===== src/rtl/cal_pkg.sv =====
package cal_pkg;
  typedef enum logic [1:0] {
    ST_IDLE  = 2'd0,
    ST_ARMED = 2'd1,
    ST_MEAS  = 2'd2
  } cal_state_e;

  // Divide ratio between the measured pulse and one internal period
  localparam int unsigned DIV_SHIFT = 7;
endpackage


===== src/rtl/cal_pulse_meter.sv =====
module cal_pulse_meter
  import cal_pkg::*;
#(
  parameter int unsigned CNT_W   = 12,
  parameter int unsigned MIN_LEN = 256,
  parameter int unsigned MAX_LEN = 2048
) (
  input  logic             clk,
  input  logic             rst_n,
  input  logic             arm_i,
  input  logic             cs_n_i,
  output logic             done_o,
  output logic             ok_o,
  output logic [CNT_W-1:0] len_o,
  output logic             armed_o
);
  localparam logic [CNT_W-1:0] MinL = CNT_W'(MIN_LEN);
  localparam logic [CNT_W-1:0] MaxL = CNT_W'(MAX_LEN);

  cal_state_e       st_q, st_d;
  logic [CNT_W-1:0] cnt_q, cnt_d;
  logic             cs_q;
  logic             fall;
  logic             overflow;

  assign fall     = cs_q & ~cs_n_i;
  assign overflow = (st_q == ST_MEAS) && !cs_n_i && (cnt_q == MaxL);
  assign done_o   = (st_q == ST_MEAS) && (cs_n_i || overflow);
  assign ok_o     = done_o && cs_n_i && (cnt_q >= MinL);
  assign len_o    = cnt_q;
  assign armed_o  = (st_q != ST_IDLE);

  always_comb begin
    st_d  = st_q;
    cnt_d = cnt_q;
    case (st_q)
      ST_IDLE: begin
        if (arm_i) st_d = ST_ARMED;
      end
      ST_ARMED: begin
        if (fall) begin
          st_d  = ST_MEAS;
          cnt_d = CNT_W'(1);
        end
      end
      ST_MEAS: begin
        if (done_o) begin
          st_d  = ST_IDLE;
          cnt_d = '0;
        end else begin
          cnt_d = cnt_q + CNT_W'(1);
        end
      end
      default: st_d = ST_IDLE;
    endcase
  end

  always_ff @(posedge clk) begin
    if (!rst_n) begin
      st_q  <= ST_IDLE;
      cnt_q <= '0;
      cs_q  <= 1'b1;
    end else begin
      st_q  <= st_d;
      cnt_q <= cnt_d;
      cs_q  <= cs_n_i;
    end
  end


  cnt_bound_chk: assert property (@(posedge clk) disable iff (!rst_n)
    cnt_q <= MaxL);


  arm_spent_chk: assert property (@(posedge clk) disable iff (!rst_n)
    done_o |=> !armed_o);


  arm_take_chk: assert property (@(posedge clk) disable iff (!rst_n)
    (!armed_o && arm_i) |=> armed_o);
endmodule


===== src/rtl/cal_period_reg.sv =====
module cal_period_reg
  import cal_pkg::*;
#(
  parameter int unsigned CNT_W      = 12,
  parameter int unsigned PER_W      = 5,
  parameter int unsigned DEF_PERIOD = 12
) (
  input  logic             clk,
  input  logic             rst_n,
  input  logic             done_i,
  input  logic             ok_i,
  input  logic [CNT_W-1:0] len_i,
  output logic [PER_W-1:0] period_o,
  output logic             cal_o
);
  logic [PER_W-1:0] period_q;
  logic             cal_q;

  always_ff @(posedge clk) begin
    if (!rst_n) begin
      period_q <= PER_W'(DEF_PERIOD);
      cal_q    <= 1'b0;
    end else if (done_i && ok_i) begin
      period_q <= len_i[CNT_W-1:DIV_SHIFT];
      cal_q    <= 1'b1;
    end
  end

  assign period_o = period_q;
  assign cal_o    = cal_q;


  hold_on_reject_chk: assert property (@(posedge clk) disable iff (!rst_n)
    !(done_i && ok_i) |=> $stable(period_q));


  load_value_chk: assert property (@(posedge clk) disable iff (!rst_n)
    (done_i && ok_i) |=> (CNT_W'(period_q) == ($past(len_i) >> DIV_SHIFT)));


  default_hold_chk: assert property (@(posedge clk) disable iff (!rst_n)
    !cal_q |-> (period_q == PER_W'(DEF_PERIOD)));


  cal_sticky_chk: assert property (@(posedge clk) disable iff (!rst_n)
    !$fell(cal_q));
endmodule


===== src/rtl/cal_tick_gen.sv =====
module cal_tick_gen #(
  parameter int unsigned PER_W = 5
) (
  input  logic             clk,
  input  logic             rst_n,
  input  logic [PER_W-1:0] period_i,
  output logic             tick_o
);
  logic [PER_W-1:0] cnt_q;
  logic [PER_W:0]   nxt;

  assign nxt    = (PER_W+1)'(cnt_q) + (PER_W+1)'(1);
  assign tick_o = (nxt >= (PER_W+1)'(period_i));

  always_ff @(posedge clk) begin
    if (!rst_n)      cnt_q <= '0;
    else if (tick_o) cnt_q <= '0;
    else             cnt_q <= nxt[PER_W-1:0];
  end


  tick_single_chk: assert property (@(posedge clk) disable iff (!rst_n)
    (tick_o && (period_i >= PER_W'(2))) |=> !tick_o);
endmodule


===== src/rtl/csel_clk_calibrator.sv =====
module csel_clk_calibrator
  import cal_pkg::*;
#(
  parameter int unsigned CNT_W      = 12,
  parameter int unsigned MIN_LEN    = 256,
  parameter int unsigned MAX_LEN    = 2048,
  parameter int unsigned DEF_PERIOD = 12,
  parameter int unsigned PER_W      = CNT_W - DIV_SHIFT
) (
  input  logic             clk,
  input  logic             rst_n,
  input  logic             cal_cmd_i,
  input  logic             cs_n_i,
  output logic             armed_o,
  output logic             calibrated_o,
  output logic [PER_W-1:0] period_o,
  output logic             tick_o
);
  logic             done;
  logic             ok;
  logic [CNT_W-1:0] len;
  logic [PER_W-1:0] period;

  cal_pulse_meter #(
    .CNT_W  (CNT_W),
    .MIN_LEN(MIN_LEN),
    .MAX_LEN(MAX_LEN)
  ) u_meter (
    .clk    (clk),
    .rst_n  (rst_n),
    .arm_i  (cal_cmd_i),
    .cs_n_i (cs_n_i),
    .done_o (done),
    .ok_o   (ok),
    .len_o  (len),
    .armed_o(armed_o)
  );

  cal_period_reg #(
    .CNT_W     (CNT_W),
    .PER_W     (PER_W),
    .DEF_PERIOD(DEF_PERIOD)
  ) u_preg (
    .clk     (clk),
    .rst_n   (rst_n),
    .done_i  (done),
    .ok_i    (ok),
    .len_i   (len),
    .period_o(period),
    .cal_o   (calibrated_o)
  );

  cal_tick_gen #(
    .PER_W(PER_W)
  ) u_tick (
    .clk     (clk),
    .rst_n   (rst_n),
    .period_i(period),
    .tick_o  (tick_o)
  );

  assign period_o = period;
endmodule


===== config.mk =====
export PLATFORM = sky130hd
export DESIGN_NAME = csel_clk_calibrator
export DESIGN_NICKNAME = d
export VERILOG_FILES = /design/src/rtl/cal_pkg.sv /design/src/rtl/cal_pulse_meter.sv /design/src/rtl/cal_period_reg.sv /design/src/rtl/cal_tick_gen.sv /design/src/rtl/csel_clk_calibrator.sv
export SDC_FILE = /design/constraint.sdc
export NUM_CORES = 1
export LEC_CHECK = 0
export BUFFER_PORTS_ARGS = -buffer_cell sky130_fd_sc_hd__buf_2
export CAP_MARGIN = 0
export CORE_UTILIZATION = 62
export DETAILED_ROUTE_END_ITERATION = 10
export PLACE_DENSITY_LB_ADDON = 0.08
export SLEW_MARGIN = 20
export SYNTH_ARGS = -nofsm -noshare
export SYNTH_HDL_FRONTEND = slang
export SYNTH_SLANG_ARGS = --single-unit
export TNS_END_PERCENT = 5

===== constraint.sdc =====
create_clock -name clk -period 3.75 [get_ports clk]
set_input_delay 0.75 -clock clk [delete_from_list [all_inputs] [get_ports clk]]
set_output_delay 0.75 -clock clk [all_outputs]
set_load 0.02 [all_outputs]

==> flow_summary.ini, run 1 <==
[clock_network]
holdBufCountCts = 0
postCtsSetupRepairBufs = 0
h-tree-depth = 1
numClockSinks = 26
cts_resized = 0
ctsRootBufferMaster = clkbuf_4
clock_latency_ns = 0.30
path_clk_slew_ns = 0.12
clock_path_buffers = 2
cts_made_buffers = 3
cts_tree = built

[synthesis]
synth_nets = 165
synthFlopType = dfxtp_1
avgSynthCellArea_um2 = 8.832
synth.area.top_cells = dfxtp_1 39%, ha_1 7.4%, nand2_1 3.6%
synth.yosys.warnings = 0
ys_seq_elements = 26
synth_top_area_share = 0.3852
netlist-cell-type-count = 47
yosys.area.top_type = dfxtp_1
ys_async_sr_fraction = 0
synth_area_um2 = 1351
yosysSeqAreaShare = 0.3852
syn_inst = 153
synth-edff-count = 0

[sta]
setup_viol_count_final = 0
holdWs_ns = 0.4693
max_slew_margin = 0.6497
rsz0062_at_grt = no
min_period_ns = 2.891
fmax_mhz = 345.9
period_share = 0.7708
finalClockSkew_ns = 0.004011
maxSlewViolCount = 0
tightest_slew_ns = 0.5255
finalSetupTns_ns = 0
fin_ws_ns = 0.8594
hold_violations = 0

[route]
drt_iter0_markers = 24
vias = 1102
viasPerCell = 5.862
drt-pass1-iter-count = 4
wl_per_cell_um = 13.15
drc_errors = 0
ant_nets = 0
wl_um = 2472

[layout]
nNetsFinal = 175
fin_util = 0.7150
drive_above_1_share = 0.1366
final_cell_mix = 26 x dfxtp_1, 13 x nand2_1, 11 x inv_1, 11 x buf_2, 9 x o21ai_1
n_antenna_cell = 0
area_delta_synth_final_pct = 5.926
final_common_cell = dfxtp_1

[placement]
hpwlAfterDp_um = 1867
io_buffers = 11
place_congestion = 0.7954
pre_cts_slack_ns = 1.218

[setup_path]
crit_family = compound AO/OA/AOI/OAI gates
r2r_start = u_meter.len_o[7]
r2r_slack_ns = 1.86
max_stage_delay_ns = 0.36
r2r_cells = 5
worstSetupEndpointType = output pin
crit_chain = ha_1, ha_1, a21o_1, a211oi_1, o221a_2, inv_1, buf_2
path_common_cell = ha_1
crit_required_ns = 3.00
crit_path_top_delay_cell = dfxtp_1
path_max_fanout = 6
start_kind = register
cp.arrival_ns = 2.14
critPathKind = reg2out
regToRegEndpoint = u_meter.len_o[6]
path_buf_inv = 2

[worst_hold_path]
hold_start = u_preg.cal_o
whs_path_depth = 2
hold_end = u_preg.cal_o
hold_class = reg2reg

[global_route]
grt_overflow_total = 0
grt_usage = 0.2428
grt_antenna_before_repair = 0
grt_pass1_vias = 1092
grt_start_max_net_pins = 21
grt_first_pass_wirelength_um = 4609

[floorplanning]
num_io_pins = 12
initial_utilization = 0.6750
fp-row-count = 16
chipHeight_um = 48.69
core_um2 = 2002
die_w_um = 48.69
die-area_um2 = 2370

[power_and_ir_drop]
combPwrFrac = 0.082
seqPwrFrac = 0.665
power_frac_clock = 0.252
max-vdd-ir-drop_mv = 0.1824
p_sw_uw = 97.16
p_int_uw = 335.9
p_total_uw = 433.0
power.density_nw_per_um2 = 302.5
p_leak_nw = 0.6105
switching_share = 0.2244

[outcome]
outcome = finished, final reports clean

[job]
maxCapViolCount = 0
tightest hold or removal path: cells and delay by family (launching register included):
family	cells	cell delay, ns
buffers and inverters	1	0.04
DFF	1	0.33
AOI/OAI and AO/OA	1	0.06
registers in the layout (all words and copies together), names as in the netlist:
name             cells
u_preg.period_o      5
u_preg.cal_o         1
u_meter.cs_q         1
u_tick.cnt_q         5
u_meter.st_q         2
u_meter.len_o       12
worst max path at each step:
stage / startpoint / endpoint / slack, ns / cells past startpoint
CTS: u_tick.cnt_q[0] / tick_o / 0.84 / 7
global route: u_tick.cnt_q[0] / tick_o / 0.70 / 7
detailed placement: u_tick.cnt_q[0] / tick_o / 1.22 / 7
global placement: u_tick.cnt_q[0] / tick_o / 1.28 / 7
finish: u_tick.cnt_q[0] / tick_o / 0.86 / 7
floorplan: u_tick.cnt_q[0] / tick_o / 1.42 / 6
layer usage:
metal	GRT usage	routed length, µm
met5	0	0
met4	0.06863	13
met3	0.04717	75
met2	0.4167	1179
met1	0.3077	1203
layout make-up:
class | instances | area [µm²]
multi-input cells | 110 | 758.2
well taps | 27 | 33.78
repair buffers | 11 | 55.05
flip-flops and latches | 26 | 520.5
inverters | 11 | 41.29
fillers | 172 | 570.5
clock buffers | 3 | 22.52
logic make-up (layout without fill, tap and decap cells):
logic type	Yosys count	after routing	synth area share
compound gates	39	39	0.2019
xor+xnor	5	5	0.03241
fa+ha+maj	8	8	0.07408
buf+inv	17	25	0.05370
flops	26	26	0.3852
mux	1	1	0.007408
simple gates	57	57	0.2454
through the flow:
step / std cells / cell area [µm²]
after global routing: 188 / 1431
after detailed placement: 185 / 1409
after CTS: 188 / 1431
after floorplan: 153 / 1351
final: 188 / 1431
after global placement: 185 / 1409
power groups by stage:
stage          combinational [mW]  sequential (mW)  clock (mW)
2_1_floorplan              0.0283            0.293           0
3_3_place_gp               0.0343            0.294           0
3_5_place_dp               0.0357            0.294           0
4_1_cts                    0.0360            0.288       0.116
5_1_grt                    0.0405            0.289       0.125
6_report                   0.0357            0.288       0.109
synthesized netlist by cell type (2+ instances only):
library cell  number
nand3_1            7
clkbuf_1           4
nand2b_1           2
nor2b_1            5
a22oi_1            2
a21oi_1            6
a21o_1             2
nor2_1             5
o21ai_0            2
nor3_1             2
nand2_1           13
nand4_1            3
a31oi_1            2
o31ai_1            4
o21ai_2            2
and3_1             6
or2_2              2
o21ai_1            9
nor3b_1            2
xor2_1             3
ha_1               8
dfxtp_1           26
inv_1             11
xnor2_1            2
Power figures use the tool's default switching activity.
==> run 2: changes to the inputs <==
--- a/config.mk
+++ b/config.mk
@@ -7,7 +7,7 @@
 export LEC_CHECK = 0
 export BUFFER_PORTS_ARGS = -buffer_cell sky130_fd_sc_hd__buf_2
 export CAP_MARGIN = 0
-export CORE_UTILIZATION = 62
+export CORE_UTILIZATION = 52
 export DETAILED_ROUTE_END_ITERATION = 10
 export PLACE_DENSITY_LB_ADDON = 0.08
 export SLEW_MARGIN = 20
==> constraint.sdc (replaced) <==
create_clock -name clk -period 2.5 [get_ports clk]
set_input_delay 0.5 -clock clk [delete_from_list [all_inputs] [get_ports clk]]
set_output_delay 0.5 -clock clk [all_outputs]
set_load 0.02 [all_outputs]
==> run 2 against run 1 <==
  * Utilization is 8.7 points lower
  * Die area is 18% higher
  * Power is 56% higher
  * Via count is 2.7% higher
  * Register-to-register slack worse by 1.3 ns
  * Clock power is 60% higher
  * Critical path depth is 1 higher
  * Sequential power is 51% higher
  * Setup slack worse by 0.80 ns
  * Clock skew is 0.00071 ns higher
  * Highest routed layer unchanged
==> flow_summary.ini, run 2 (synthesis gave the netlist of run 1 again) <==
[setup_path]
worstSetupEndpointType = output pin
path_max_fanout = 3
r2r_start = u_tick.cnt_q[0]
r2r_cells = 9
crit_chain = buf_4, ha_4, nand2b_4, a21o_1, a211oi_2, o221a_2, inv_2, buf_6
max_stage_delay_ns = 0.36
r2r_slack_ns = 0.54
critPathKind = reg2out
regToRegEndpoint = u_tick.cnt_q[1]
start_kind = register
crit_required_ns = 2.00
crit_path_top_delay_cell = dfxtp_2
cp.arrival_ns = 1.94

[layout]
drive_above_1_share = 0.2256
n_antenna_cell = 0
final_cell_mix = 24 x dfxtp_1, 13 x nand2_1, 10 x inv_1, 10 x o21ai_1, 10 x buf_2
nNetsFinal = 178
final_common_cell = dfxtp_1
area_delta_synth_final_pct = 14.07
fin_cells = 194
largest_register_ffs = 12

[power_and_ir_drop]
power.density_nw_per_um2 = 439.6
p_leak_nw = 0.6440
max-vdd-ir-drop_mv = 0.3001
p_total_uw = 677.7

[placement]
place_congestion = 0.7522
hpwlAfterDp_um = 1869
place_inst = 188
io_buffers = 11

[sta]
max_slew_margin = 0.6445
fmax_mhz = 409.9
period_share = 0.9759
min_period_ns = 2.440
hold_violations = 0
setup_viol_count_final = 0
tightest_slew_ns = 0.5333
finalClockSkew_ns = 0.004724
maxSlewViolCount = 0

[clock_network]
cts_made_buffers = 3
ctsRootBufferMaster = clkbuf_4
numClockSinks = 26
clock_path_buffers = 2
path_clk_slew_ns = 0.13
cts_tree = built
holdBufCountCts = 0
h-tree-depth = 1
clock_latency_ns = 0.31

[global_route]
grt_overflow_total = 0
grt_usage = 0.2102
grt_antenna_before_repair = 0
grt_pass1_vias = 1031
grt_first_pass_wirelength_um = 4395
grt_start_max_net_pins = 21

[floorplanning]
chipHeight_um = 52.98
die_w_um = 52.98
fp-row-count = 18
num_io_pins = 12
core_um2 = 2455
die-area_um2 = 2806
initial_utilization = 0.5505

[worst_hold_path]
hold_end = u_meter.st_q[0]
whs_path_depth = 3
hold_start = cal_cmd_i
hold_class = in2reg

[route]
drt-pass1-iter-count = 4
wl_um = 2744
wl_per_cell_um = 14.14
met3_length_um = 55
m1WireLength_um = 1300
drc_errors = 0
wl_met2_um = 1374
top_layer = met4
viasPerCell = 5.835
vias = 1132
drt_iter0_markers = 17
ant_nets = 0

[job]
maxCapViolCount = 0

[outcome]
outcome = finished, final reports clean
run 2: changes by cell type in the layout (fill, tap and decap cells not counted), moves of 2 or more:
cell	before	now
ha_4	0	3
xnor2_1	2	0
xnor2_2	0	2
nand3_2	0	2
nand3_1	7	5
buf_4	0	3
ha_1	8	5
dfxtp_1	26	24
dfxtp_2	0	2
run 2: stage by stage:
step	hold WS [ns]	TNS (ns)	setup WS [ns]	instance area (µm²)	util
final	0.4429	0	0.06036	1541	0.6279
after global routing	0.4571	-0.009113	-0.009113	1541	0.6279
after CTS	0.4279	0	0.01842	1471	0.5994
after detailed placement	0.4516	0	0.2228	1413	0.5754
after global placement	0.4442	0	0.2973	1413	0.5754
after floorplan	0.4625	0	0.4163	1351	-
run 2: cell type report:
cell class / instances / area (µm²)
clock buffers: 3 / 22.52
fillers: 228 / 913.4
inverters: 11 / 41.29
multi-input cells: 110 / 833.3
flip-flops and latches: 26 / 523.0
well taps: 30 / 37.54
repair buffers: 14 / 83.83
run 2: how the worst max path moves through the flow:
stage,to,cells after the start,start,slack (ns)
after global placement,tick_o,7,u_tick.cnt_q[0],0.30
final,tick_o,8,u_tick.cnt_q[0],0.06
after global routing,tick_o,8,u_tick.cnt_q[0],-0.009
after detailed placement,tick_o,7,u_tick.cnt_q[0],0.22
after floorplan,tick_o,6,u_tick.cnt_q[0],0.42
after CTS,tick_o,8,u_tick.cnt_q[0],0.02
run 2: worst max-delay path, delay by kind of cell (launching register included):
family                   cells  cell delay, ns
adder cells (fa/ha/maj)      1            0.20
buffers and inverters        3            0.31
AO/OA/AOI/OAI                3            0.63
flip-flops                   1            0.36
AND/OR/NAND/NOR              1            0.12
run 2: timing repair:
item	in CTS	in global routing
pin swaps	3	3
gates resized for setup	4	11
setup buffers	2	1
setup endpoints to repair	1	1
run 2: layer usage:
layer | track usage | vias up
met5 | 0 | -
met4 | 0.06579 | 0
met3 | 0.02586 | 4
met2 | 0.3650 | 12
met1 | 0.2670 | 544
li1 | - | 572
run 2: report_power, final:
group	internal (mW)	leakage (nW)	switching (mW)
combinational	0.0350	0.419	0.0336
clock	0.0564	0.0138	0.118
sequential	0.424	0.211	0.0110
total	0.515	0.644	0.163
